--- config.mk ---
export PLATFORM = sky130hd
export DESIGN_NAME = uart_doze_ctrl
export DESIGN_NICKNAME = d
export VERILOG_FILES = /design/src/rtl/doze_pkg.sv /design/src/rtl/doze_sync.sv /design/src/rtl/doze_rx_idle.sv /design/src/rtl/doze_fsm.sv /design/src/rtl/uart_doze_ctrl.sv
export SDC_FILE = /design/constraint.sdc
export NUM_CORES = 1
export LEC_CHECK = 0
export BUFFER_PORTS_ARGS = -buffer_cell sky130_fd_sc_hd__buf_4
export CORE_UTILIZATION = 40
export CTS_CLUSTER_DIAMETER = 30
export DETAILED_ROUTE_END_ITERATION = 6
export PLACE_DENSITY_LB_ADDON = 0.05
export RECOVER_POWER = 100
export SLEW_MARGIN = 20
export SYNTH_ARGS = -nofsm -noshare
export SYNTH_HDL_FRONTEND = slang
export SYNTH_HIERARCHICAL = 1
export SYNTH_SLANG_ARGS = --single-unit
--- constraint.sdc ---
create_clock -name clk_aon -period 1.8 [get_ports clk_aon]
set_input_delay 0.36 -clock clk_aon [delete_from_list [all_inputs] [get_ports clk_aon]]
set_output_delay 0.36 -clock clk_aon [all_outputs]
set_load 0.05 [all_outputs]
--- src/rtl/doze_pkg.sv ---
package doze_pkg;
  typedef enum logic [1:0] {
    PM_AWAKE  = 2'd0,
    PM_ASLEEP = 2'd1,
    PM_LOWPWR = 2'd2
  } pm_state_e;
endpackage

--- src/rtl/doze_sync.sv ---
module doze_sync #(
  parameter int unsigned    W    = 1,
  parameter logic [W-1:0]   RSTV = '0
) (
  input  logic         clk,
  input  logic         rst_n,
  input  logic [W-1:0] d,
  output logic [W-1:0] q
);
  logic [W-1:0] meta_q;

  always_ff @(posedge clk or negedge rst_n) begin
    if (!rst_n) begin
      meta_q <= RSTV;
      q      <= RSTV;
    end else begin
      meta_q <= d;
      q      <= meta_q;
    end
  end
endmodule

--- src/rtl/doze_rx_idle.sv ---
module doze_rx_idle #(
  parameter int unsigned CHW = 4
) (
  input  logic           clk,
  input  logic           rst_n,
  input  logic           restart,
  input  logic           tick,
  input  logic           rx_s,
  input  logic [CHW-1:0] char_bits,
  output logic           idle
);
  localparam int unsigned CNTW = CHW + 2;

  logic [CNTW-1:0] cnt_q, cnt_d, limit;

  assign limit = {char_bits, 2'b00};

  always_comb begin
    cnt_d = cnt_q;
    if (restart || !rx_s) begin
      cnt_d = '0;
    end else if (tick && (cnt_q < limit)) begin
      cnt_d = cnt_q + 1'b1;
    end
  end

  always_ff @(posedge clk or negedge rst_n) begin
    if (!rst_n) cnt_q <= '0;
    else        cnt_q <= cnt_d;
  end

  assign idle = rx_s && (cnt_q >= limit);

  // a low line forbids an idle indication on the following cycle
  p_low_clears_idle_r4: assert property (@(posedge clk) disable iff (!rst_n)
    (!rx_s && (char_bits != '0) && $stable(char_bits)) |=> !idle);
  // a restart leaves the line non-idle next cycle
  p_restart_clears_r8: assert property (@(posedge clk) disable iff (!rst_n)
    (restart && (char_bits != '0)) |=> !idle);
endmodule

--- src/rtl/doze_fsm.sv ---
module doze_fsm
  import doze_pkg::*;
(
  input  logic clk,
  input  logic rst_n,
  input  logic allow,
  input  logic quiet,
  input  logic wake,
  input  logic lp,
  output logic restart,
  output logic clk_en,
  output logic sleep_flag,
  output logic iso
);
  pm_state_e state_q, state_d;

  always_comb begin
    state_d = state_q;
    unique case (state_q)
      PM_AWAKE:  if (allow && quiet && !wake) state_d = PM_ASLEEP;
      PM_ASLEEP: if (!allow || wake)          state_d = PM_AWAKE;
      PM_LOWPWR: if (!lp)                     state_d = PM_AWAKE;
      default:                                state_d = PM_AWAKE;
    endcase
    if (lp) state_d = PM_LOWPWR;
  end

  assign restart = (state_q == PM_LOWPWR);

  always_ff @(posedge clk or negedge rst_n) begin
    if (!rst_n) begin
      state_q    <= PM_AWAKE;
      clk_en     <= 1'b1;
      sleep_flag <= 1'b0;
      iso        <= 1'b0;
    end else begin
      state_q    <= state_d;
      clk_en     <= (state_d == PM_AWAKE);
      sleep_flag <= (state_d == PM_ASLEEP);
      iso        <= (state_d == PM_LOWPWR);
    end
  end

  p_one_mode_r5: assert property (@(posedge clk) disable iff (!rst_n)
    $countones({clk_en, sleep_flag, iso}) == 1);
  p_asleep_no_clk_r5: assert property (@(posedge clk) disable iff (!rst_n)
    sleep_flag |-> !clk_en);
  p_disable_wakes_r2: assert property (@(posedge clk) disable iff (!rst_n)
    (!allow && !lp) |=> clk_en);
  p_entry_quiet_r3: assert property (@(posedge clk) disable iff (!rst_n)
    $rose(sleep_flag) |-> $past(quiet && allow && !wake));
  p_wake_event_r6: assert property (@(posedge clk) disable iff (!rst_n)
    (sleep_flag && wake && !lp) |=> clk_en);
  p_lp_forces_r8: assert property (@(posedge clk) disable iff (!rst_n)
    lp |=> (iso && !clk_en));
endmodule

--- src/rtl/uart_doze_ctrl.sv ---
module uart_doze_ctrl #(
  parameter int unsigned NCH  = 2,
  parameter int unsigned NMDM = 4,
  parameter int unsigned CHW  = 4
) (
  input  logic                clk_aon,
  input  logic                rst_an,
  input  logic                enh_en,
  input  logic [NCH-1:0]      ch_sleep_en,
  input  logic                rx_bypass,
  input  logic [NCH-1:0]      txf_empty,
  input  logic [NCH-1:0]      txsr_empty,
  input  logic [NCH-1:0]      rxf_empty,
  input  logic [NCH-1:0]      irq_pend,
  input  logic [NCH-1:0]      rx_line,
  input  logic [NCH*NMDM-1:0] mdm_in,
  input  logic [NCH-1:0]      txf_wr,
  input  logic                baud_tick,
  input  logic [CHW-1:0]      char_bits,
  input  logic                lp_pin,
  output logic                core_clk_en,
  output logic                sleep_flag,
  output logic                host_iso
);
  localparam int unsigned MW = NCH * NMDM;

  logic [1:0]     rst_pipe;
  logic           rst_n;
  logic [NCH-1:0] rx_s, rx_prev, rx_fall, rx_idle;
  logic [MW-1:0]  mdm_s, mdm_prev;
  logic           lp_s, mdm_chg, allow, quiet, wake, restart;

  // asynchronous assertion, synchronous release
  always_ff @(posedge clk_aon or negedge rst_an) begin
    if (!rst_an) rst_pipe <= 2'b00;
    else         rst_pipe <= {rst_pipe[0], 1'b1};
  end
  assign rst_n = rst_pipe[1];

  doze_sync #(.W(NCH), .RSTV({NCH{1'b1}})) u_rx_sync (
    .clk(clk_aon), .rst_n(rst_n), .d(rx_line), .q(rx_s));
  doze_sync #(.W(MW), .RSTV({MW{1'b0}})) u_mdm_sync (
    .clk(clk_aon), .rst_n(rst_n), .d(mdm_in), .q(mdm_s));
  doze_sync #(.W(1), .RSTV(1'b0)) u_lp_sync (
    .clk(clk_aon), .rst_n(rst_n), .d(lp_pin), .q(lp_s));

  always_ff @(posedge clk_aon or negedge rst_n) begin
    if (!rst_n) begin
      rx_prev  <= {NCH{1'b1}};
      mdm_prev <= '0;
    end else begin
      rx_prev  <= rx_s;
      mdm_prev <= mdm_s;
    end
  end

  assign rx_fall = rx_prev & ~rx_s;
  assign mdm_chg = |(mdm_s ^ mdm_prev);

  for (genvar c = 0; c < NCH; c++) begin : g_ch
    doze_rx_idle #(.CHW(CHW)) u_idle (
      .clk       (clk_aon),
      .rst_n     (rst_n),
      .restart   (restart),
      .tick      (baud_tick),
      .rx_s      (rx_s[c]),
      .char_bits (char_bits),
      .idle      (rx_idle[c])
    );
  end

  assign allow = enh_en & (&ch_sleep_en);
  assign quiet = (&txf_empty) & (&txsr_empty) & (&rxf_empty) & ~(|irq_pend)
               & ~mdm_chg & (rx_bypass | (&rx_idle));
  assign wake  = (|rx_fall) | (|txf_wr) | mdm_chg;

  doze_fsm u_fsm (
    .clk        (clk_aon),
    .rst_n      (rst_n),
    .allow      (allow),
    .quiet      (quiet),
    .wake       (wake),
    .lp         (lp_s),
    .restart    (restart),
    .clk_en     (core_clk_en),
    .sleep_flag (sleep_flag),
    .iso        (host_iso)
  );

  // a low synchronized line with no bypass blocks sleep entry
  p_rx_low_blocks_r4: assert property (@(posedge clk_aon) disable iff (!rst_n)
    (!rx_bypass && !(&rx_s) && !sleep_flag) |=> !sleep_flag);
  // a busy channel never lets an awake device fall asleep
  p_busy_blocks_r3: assert property (@(posedge clk_aon) disable iff (!rst_n)
    (core_clk_en && ((|irq_pend) || !(&txf_empty))) |=> !sleep_flag);
endmodule

=== Yosys cells after proc, flatten, opt, wreduce, memory -nomap -nowiden ===
Index checks and enable logic that the tools add are counted.
Widths: inputs -> output; s select.

* $add $sub $neg: 2
* Magnitude comparators: 4
* Equal/unequal tests: 4
* Mux-type cells: 8
* Bitwise logic cells: 14
* Reductions and logical operators: 26

{| class="wikitable"
|+ Operators by type and width
! kind !! count
|-
| $mux 6 || 4
|-
| $add 6x1->6 const B || 2
|-
| $ge 6x6->1 || 2
|-
| $lt 6x6->1 || 2
|-
| $reduce_and 2->1 || 5
|-
| $reduce_or 8->1 || 1
|-
| $xor 8x8->8 || 1
|-
| $and 1x1->1 || 6
|-
| $logic_and 1x1->1 || 6
|-
| $mux 2 || 3
|-
| $reduce_or 2->1 || 3
|-
| $eq 2x1->1 const B || 2
|-
| $eq 2x2->1 const B || 2
|-
| $logic_not 1->1 || 4
|-
| $logic_not 2->1 || 2
|-
| $pmux 2 s2 || 1
|-
| $reduce_bool 2->1 || 2
|-
| $logic_or 1x1->1 || 3
|-
| $or 1x1->1 || 3
|-
| $and 2x2->2 || 1
|-
| $not 1->1 || 2
|-
| $not 2->2 || 1
|}

* Register bits: 51
* Bits of input ports: 32
* Output and inout bits: 3
* Word-level logic and storage cells: 73

=== Logic depth before layout (Yosys ltp) ===
* Depth after elaboration: 12
* Depth in mapped cells: 9
* Depth with buffers taken out: 9

=== Cells and area by module ===
The synthesis kept the hierarchy.

{| class="wikitable"
|+ By module, submodules not included
! module !! times used !! cells an instance !! area an instance (um2) !! sequential area each (um2)
|-
| doze_rx_idle || 2 || 57 || 493.0 || 150.1
|-
| uart_doze_ctrl || 1 || 34 || 456.7 || 302.8
|-
| doze_sync (u_mdm_sync) || 1 || 16 || 400.4 || 400.4
|-
| doze_fsm || 1 || 14 || 182.7 || 126.4
|-
| doze_sync (u_rx_sync) || 1 || 4 || 105.1 || 105.1
|-
| doze_sync (u_lp_sync) || 1 || 2 || 50.0 || 50.0
|}

=== Least setup slack after synthesis ===
OpenSTA, ideal clock, no wires.

* Path kind: reg2reg
* From: register g_ch[0].u_idle.cnt_q[3]
* To: register u_fsm.clk_en
* Library setup time: 0.082 ns
* Data arrival time: 1.697 ns
* Required time: 1.718 ns
* Setup slack: 0.022 ns
* Stages on the path, launching flop included: 9
* Buffers on the path: 0
* Period minus slack after synthesis: 1.778 ns
* Path through: dfrtp_1 -> ha_1 -> nand2b_2 -> a21oi_1 -> o31a_2 -> a21oi_1 -> nor4_2 -> nor2_1 -> o31a_1

* Longest elaborated chain between the ends: 11

{| class="wikitable"
|+ RTL lines
! what !! RTL line !! source
|-
| from (decl) || doze_rx_idle.sv:14 || <nowiki>logic [CNTW-1:0] cnt_q, cnt_d, limit;</nowiki>
|-
| from (signal assigned) || doze_rx_idle.sv:29 || <nowiki>else cnt_q <= cnt_d;</nowiki>
|-
| $ge 6x6->1 || doze_rx_idle.sv:32 || <nowiki>assign idle = rx_s && (cnt_q >= limit);</nowiki>
|-
| $logic_and 1x1->1 || doze_rx_idle.sv:32 ||
|-
| net rx_idle[0] || uart_doze_ctrl.sv:29 || <nowiki>logic [NCH-1:0] rx_s, rx_prev, rx_fall, rx_idle;</nowiki>
|-
| $reduce_and 2->1 || uart_doze_ctrl.sv:74 || <nowiki>& ~mdm_chg & (rx_bypass | (&rx_idle));</nowiki>
|-
| $or 1x1->1 || uart_doze_ctrl.sv:74 ||
|-
| $and 1x1->1 || uart_doze_ctrl.sv:74 ||
|-
| net quiet || uart_doze_ctrl.sv:31 || <nowiki>logic lp_s, mdm_chg, allow, quiet, wake, restart;</nowiki>
|-
| $logic_and 1x1->1 (2 in a row) || doze_fsm.sv:20 || <nowiki>PM_AWAKE: if (allow && quiet && !wake) state_d = PM_ASLEEP;</nowiki>
|-
| $mux 2 || doze_fsm.sv:20 ||
|-
| $pmux 2 s2 || doze_fsm.sv:19 || <nowiki>unique case (state_q)</nowiki>
|-
| $mux 2 || doze_fsm.sv:25 || <nowiki>if (lp) state_d = PM_LOWPWR;</nowiki>
|-
| $logic_not 2->1 || doze_fsm.sv:38 || <nowiki>clk_en <= (state_d == PM_AWAKE);</nowiki>
|-
| to (signal assigned) || doze_fsm.sv:38 ||
|-
| to (decl) || doze_fsm.sv:11 || <nowiki>output logic clk_en,</nowiki>
|}

The timed path passes the listed nets, and every way through them passes these cells.
A chain may end at the register's enable or synchronous reset.

=== Worst setup path in the final report ===
* From: register g_ch[1].u_idle.cnt_q[4]
* To: register u_fsm.clk_en

* Longest elaborated chain between the ends: 11

{| class="wikitable"
|+ RTL lines
! what !! RTL line
|-
| from (decl) || doze_rx_idle.sv:14
|-
| from (signal assigned) || doze_rx_idle.sv:29
|-
| $ge 6x6->1 || doze_rx_idle.sv:32
|-
| $logic_and 1x1->1 || doze_rx_idle.sv:32
|-
| net rx_idle[1] || uart_doze_ctrl.sv:29
|-
| $reduce_and 2->1 || uart_doze_ctrl.sv:74
|-
| $or 1x1->1 || uart_doze_ctrl.sv:74
|-
| $and 1x1->1 || uart_doze_ctrl.sv:74
|-
| net quiet || uart_doze_ctrl.sv:31
|-
| $logic_and 1x1->1 (2 in a row) || doze_fsm.sv:20
|-
| $mux 2 || doze_fsm.sv:20
|-
| $pmux 2 s2 || doze_fsm.sv:19
|-
| $mux 2 || doze_fsm.sv:25
|-
| $logic_not 2->1 || doze_fsm.sv:38
|}

The timed path passes the listed nets, and every way through them passes these cells.

==> metrics <==
status=finished, final reports clean; largest net degree at the start of global routing=28; crit path time final=1.73 ns; worst vdd rail ir drop=roughly 0.54 mV; Clock power frac=about a third; CP Data Required Time=2.04 ns; crit path launch type=register; Pwr Total=2.18 mW; Synth Warn #=6; # diodes=0; utilization after layout=55.8%; simple-gate share of the synthesized area=16.4%; PwrDens=roughly 760 nW/um^2; final period utilization=95.8%; Worst-Skew Late Latency=0.29 ns; EDFF count, synth=0; Crit. End Element=register; DR iter-0 viols=65; most frequent cells in the layout=dfrtp_1 (44), buf_4 (37), inv_1 (15); Die X=75.8 um; most frequent cell on the critical path=a21oi_2; Net Sw Frac=21.7%; mux contribution to synthesized area=0%; PortBufs=34; final net count=288; area grow syn2layout=32.4%; fillers=443; row cnt=26; final slew viol count=0; RSZ-0062 raised after global routing=true; CP max-delay cell=dfrtp_1; GRT Total Usage=15.9%; Max Root-Sink Buffers=2; Yosys cell types=34; vias in the first global route=1458; CTS tree=yes; Netlist Area Pre-Place=2180 um^2; Max-Cap Viols=0; router iterations before antenna repair=4; first-pass GRT wire length=6590 um; clock skew=0.00413 ns; critical path arrival=around 2.0 ns; syn_nets=228; Setup Viol. Count Final=0; Leakage=1.24 nW; Post-DP HPWL=2990 um; Reg power frac=56.2%; Worst Path Buf+Inv=0; CTS clk-pin slew, worst paths=0.09 ns; Ports=35; post-synthesis compound-gate area fraction=between 10% and 20%; Primary FF master, synth=dfrtp_1; WS Path Type=register to register; worst hold path type=primary input to register; Seq. cell area=1280 um^2; fmax=580 MHz; final hold violations=0; commonest non-fill, non-tap cell in the layout=dfrtp_1; largest stage delay on the critical path=around 0.42 ns; DRC viols=0; #FFs+latches synth=51; Crit path max-delay family=compound AO/OA/AOI/OAI gates; drt via density=between 4 and 5; DR vias=1539; Starting Density=42.2%; Syn Area/Cell=11.9 um^2; CTS root buffer=clkbuf_8; dpl ws=-0.243 ns; final worst slack=0.0750 ns; area occupied by multi-input gates=945 um^2; CTS buffer count=5; critical path fanouts, max=3; Post-Syn Instances=184; H-tree Lvls=2; die area=5750 um^2; total clock sinks=around 50; fraction of layout cells with a size suffix above 1=38.8%; Antenna Nets Post-Route=0; P_sw=474 uW; Least-Margin Pin Slew=approximately 0.90 ns; Post-Synth XOR/XNOR Area=3.21%; CORE AREA=between 5000 and 6000 um^2; largest family of logic cells by synthesized area=simple AND/OR/NAND/NOR gates; combinational share of power=under 10%; GP Congestion=0.841; DRT Wirelength=between 3000 and 4000 um; Routed WL per cell=12.5 um; initial antenna violation count=0; Async SR Flop Fraction=100%; Slew headroom=39.8%; gr ovfl total=0; Synth area leaders=dfrtp_1 (50%), dfstp_2 (8.4%), ha_1 (6.9%); Seq/Total Area, Yosys=58.9%; post-synth top area share=approximately half; top cell type by total area after synthesis=dfrtp_1; Cell Chain, Critical Path=ha_4 > o21ai_2 > a21oi_2 > o31a_2 > a21oi_2 > nor4_2 > nor2_2 > o31a_1; Power Internal=1.71 mW; Adder-Cell Fraction of Synth Area=around 6.9%; Die H=75.8 um
-- per-stage QoR --
step / cells / setup TNS [ns] / hold slack, ns / area (um^2)
floorplan: 184 / 0 / 0.0644 / 2180
global placement: 302 / -0.403 / 0.142 / 2650
detailed placement: 302 / -0.748 / 0.144 / 2650
CTS: 314 / 0 / 0.148 / 2870
global route: 315 / -0.812 / 0.143 / 2890
finish: 315 / 0 / 0.167 / 2890
-- flip-flops by register name, indices dropped and copies added (netlist names), 2 cells and up --
signal / count
g_ch.u_idle/cnt_q: 12
mdm_prev: 8
u_mdm_sync/meta_q: 8
u_mdm_sync/q: 8
rst_pipe: 2
rx_prev: 2
u_fsm/state_q: 2
u_rx_sync/meta_q: 2
u_rx_sync/q: 2
-- layout make-up --
cell class / count / area share [%]
Timing Repair Buffer: 55 / 13.7
Inverter: 17 / 2.21
Clock buffer: 6 / 2.51
Clock inverter: 2 / 1.30
Tap cell: 70 / 3.03
Multi-Input combinational cell: 114 / 32.7
Sequential cell: 51 / 44.5
-- cell families (layout without fill, tap and decap cells) --
kind of cell             Yosys count  in the layout
adder cells (fa/ha/maj)           12             12
buffers and inverters             19             80
XOR/XNOR                           8              8
flip-flops                        51             51
other                              1              1
AND/OR/NAND/NOR                   56             56
AO/OA/AOI/OAI                     37             37
-- repair_timing --
action / 4_1_cts / 5_1_grt
endpoints found under the setup margin: 3 / 6
gates resized for setup: 12 / 7
pin swaps: 7 / 2
hold buffers: 1 / 0
endpoints found under the hold margin: 2 / 0
gates cloned: 0 / 0
buffers inserted: 3 / 1
-- synth_stat cells (3+ instances only) --
cell type,count
nand2_1,9
a21oi_1,13
dfstp_2,7
ha_1,12
o31ai_1,4
inv_1,15
nand3_1,10
xnor2_1,8
dfrtp_1,44
nor2_1,6
o31a_1,3
nor4_1,4
o21ai_0,8
nand4_1,3
or4_1,5
or3_1,3
-- worst paths after layout --
| path | from | endpoint | slack (ns) | cells past startpoint |
|---|---|---|---|---|
| min in group asynchronous | rst_an | rst_pipe[1]$_DFF_PN0_ | 0.38 | 2 |
| hold / removal | rx_line[0] | u_rx_sync/meta_q[0]$_DFF_PN1_ | 0.17 | 1 |
| setup reg to reg | g_ch[1].u_idle/cnt_q[4]$_DFFE_PN0P_ | u_fsm/clk_en$_DFF_PN1_ | 0.07 | 8 |
| max in group asynchronous | rst_pipe[1]$_DFF_PN0_ | u_mdm_sync/q[2]$_DFF_PN0_ | 0.32 | 1 |
| setup / recovery | g_ch[1].u_idle/cnt_q[4]$_DFFE_PN0P_ | u_fsm/clk_en$_DFF_PN1_ | 0.07 | 8 |
| hold reg to reg | u_mdm_sync/meta_q[2]$_DFF_PN0_ | u_mdm_sync/q[2]$_DFF_PN0_ | 0.35 | 0 |
-- routing by layer --
metal  vias to the layer above  share of wire (%)  routed length (um)  global-route usage (%)
met5                         -                  0                   0                       0
met3                         6                5.7                 222                    4.63
li1                        759                  -                   -                       -
met4                         0                1.5                  57                    6.17
met2                        43                 47                1850                    25.0
met1                       731                 46                1800                    20.8
-- power by group through the flow --
| stage | Combinational [mW] | Clock [mW] | Sequential (mW) |
|---|---|---|---|
| floorplan | 0.0766 | 0 | 1.26 |
| global placement | 0.176 | 0 | 1.25 |
| detailed placement | 0.180 | 0 | 1.25 |
| CTS | 0.195 | 0.804 | 1.23 |
| global route | 0.210 | 0.851 | 1.24 |
| finish | 0.187 | 0.769 | 1.23 |
No activity file was read; power rests on OpenSTA's default activity.
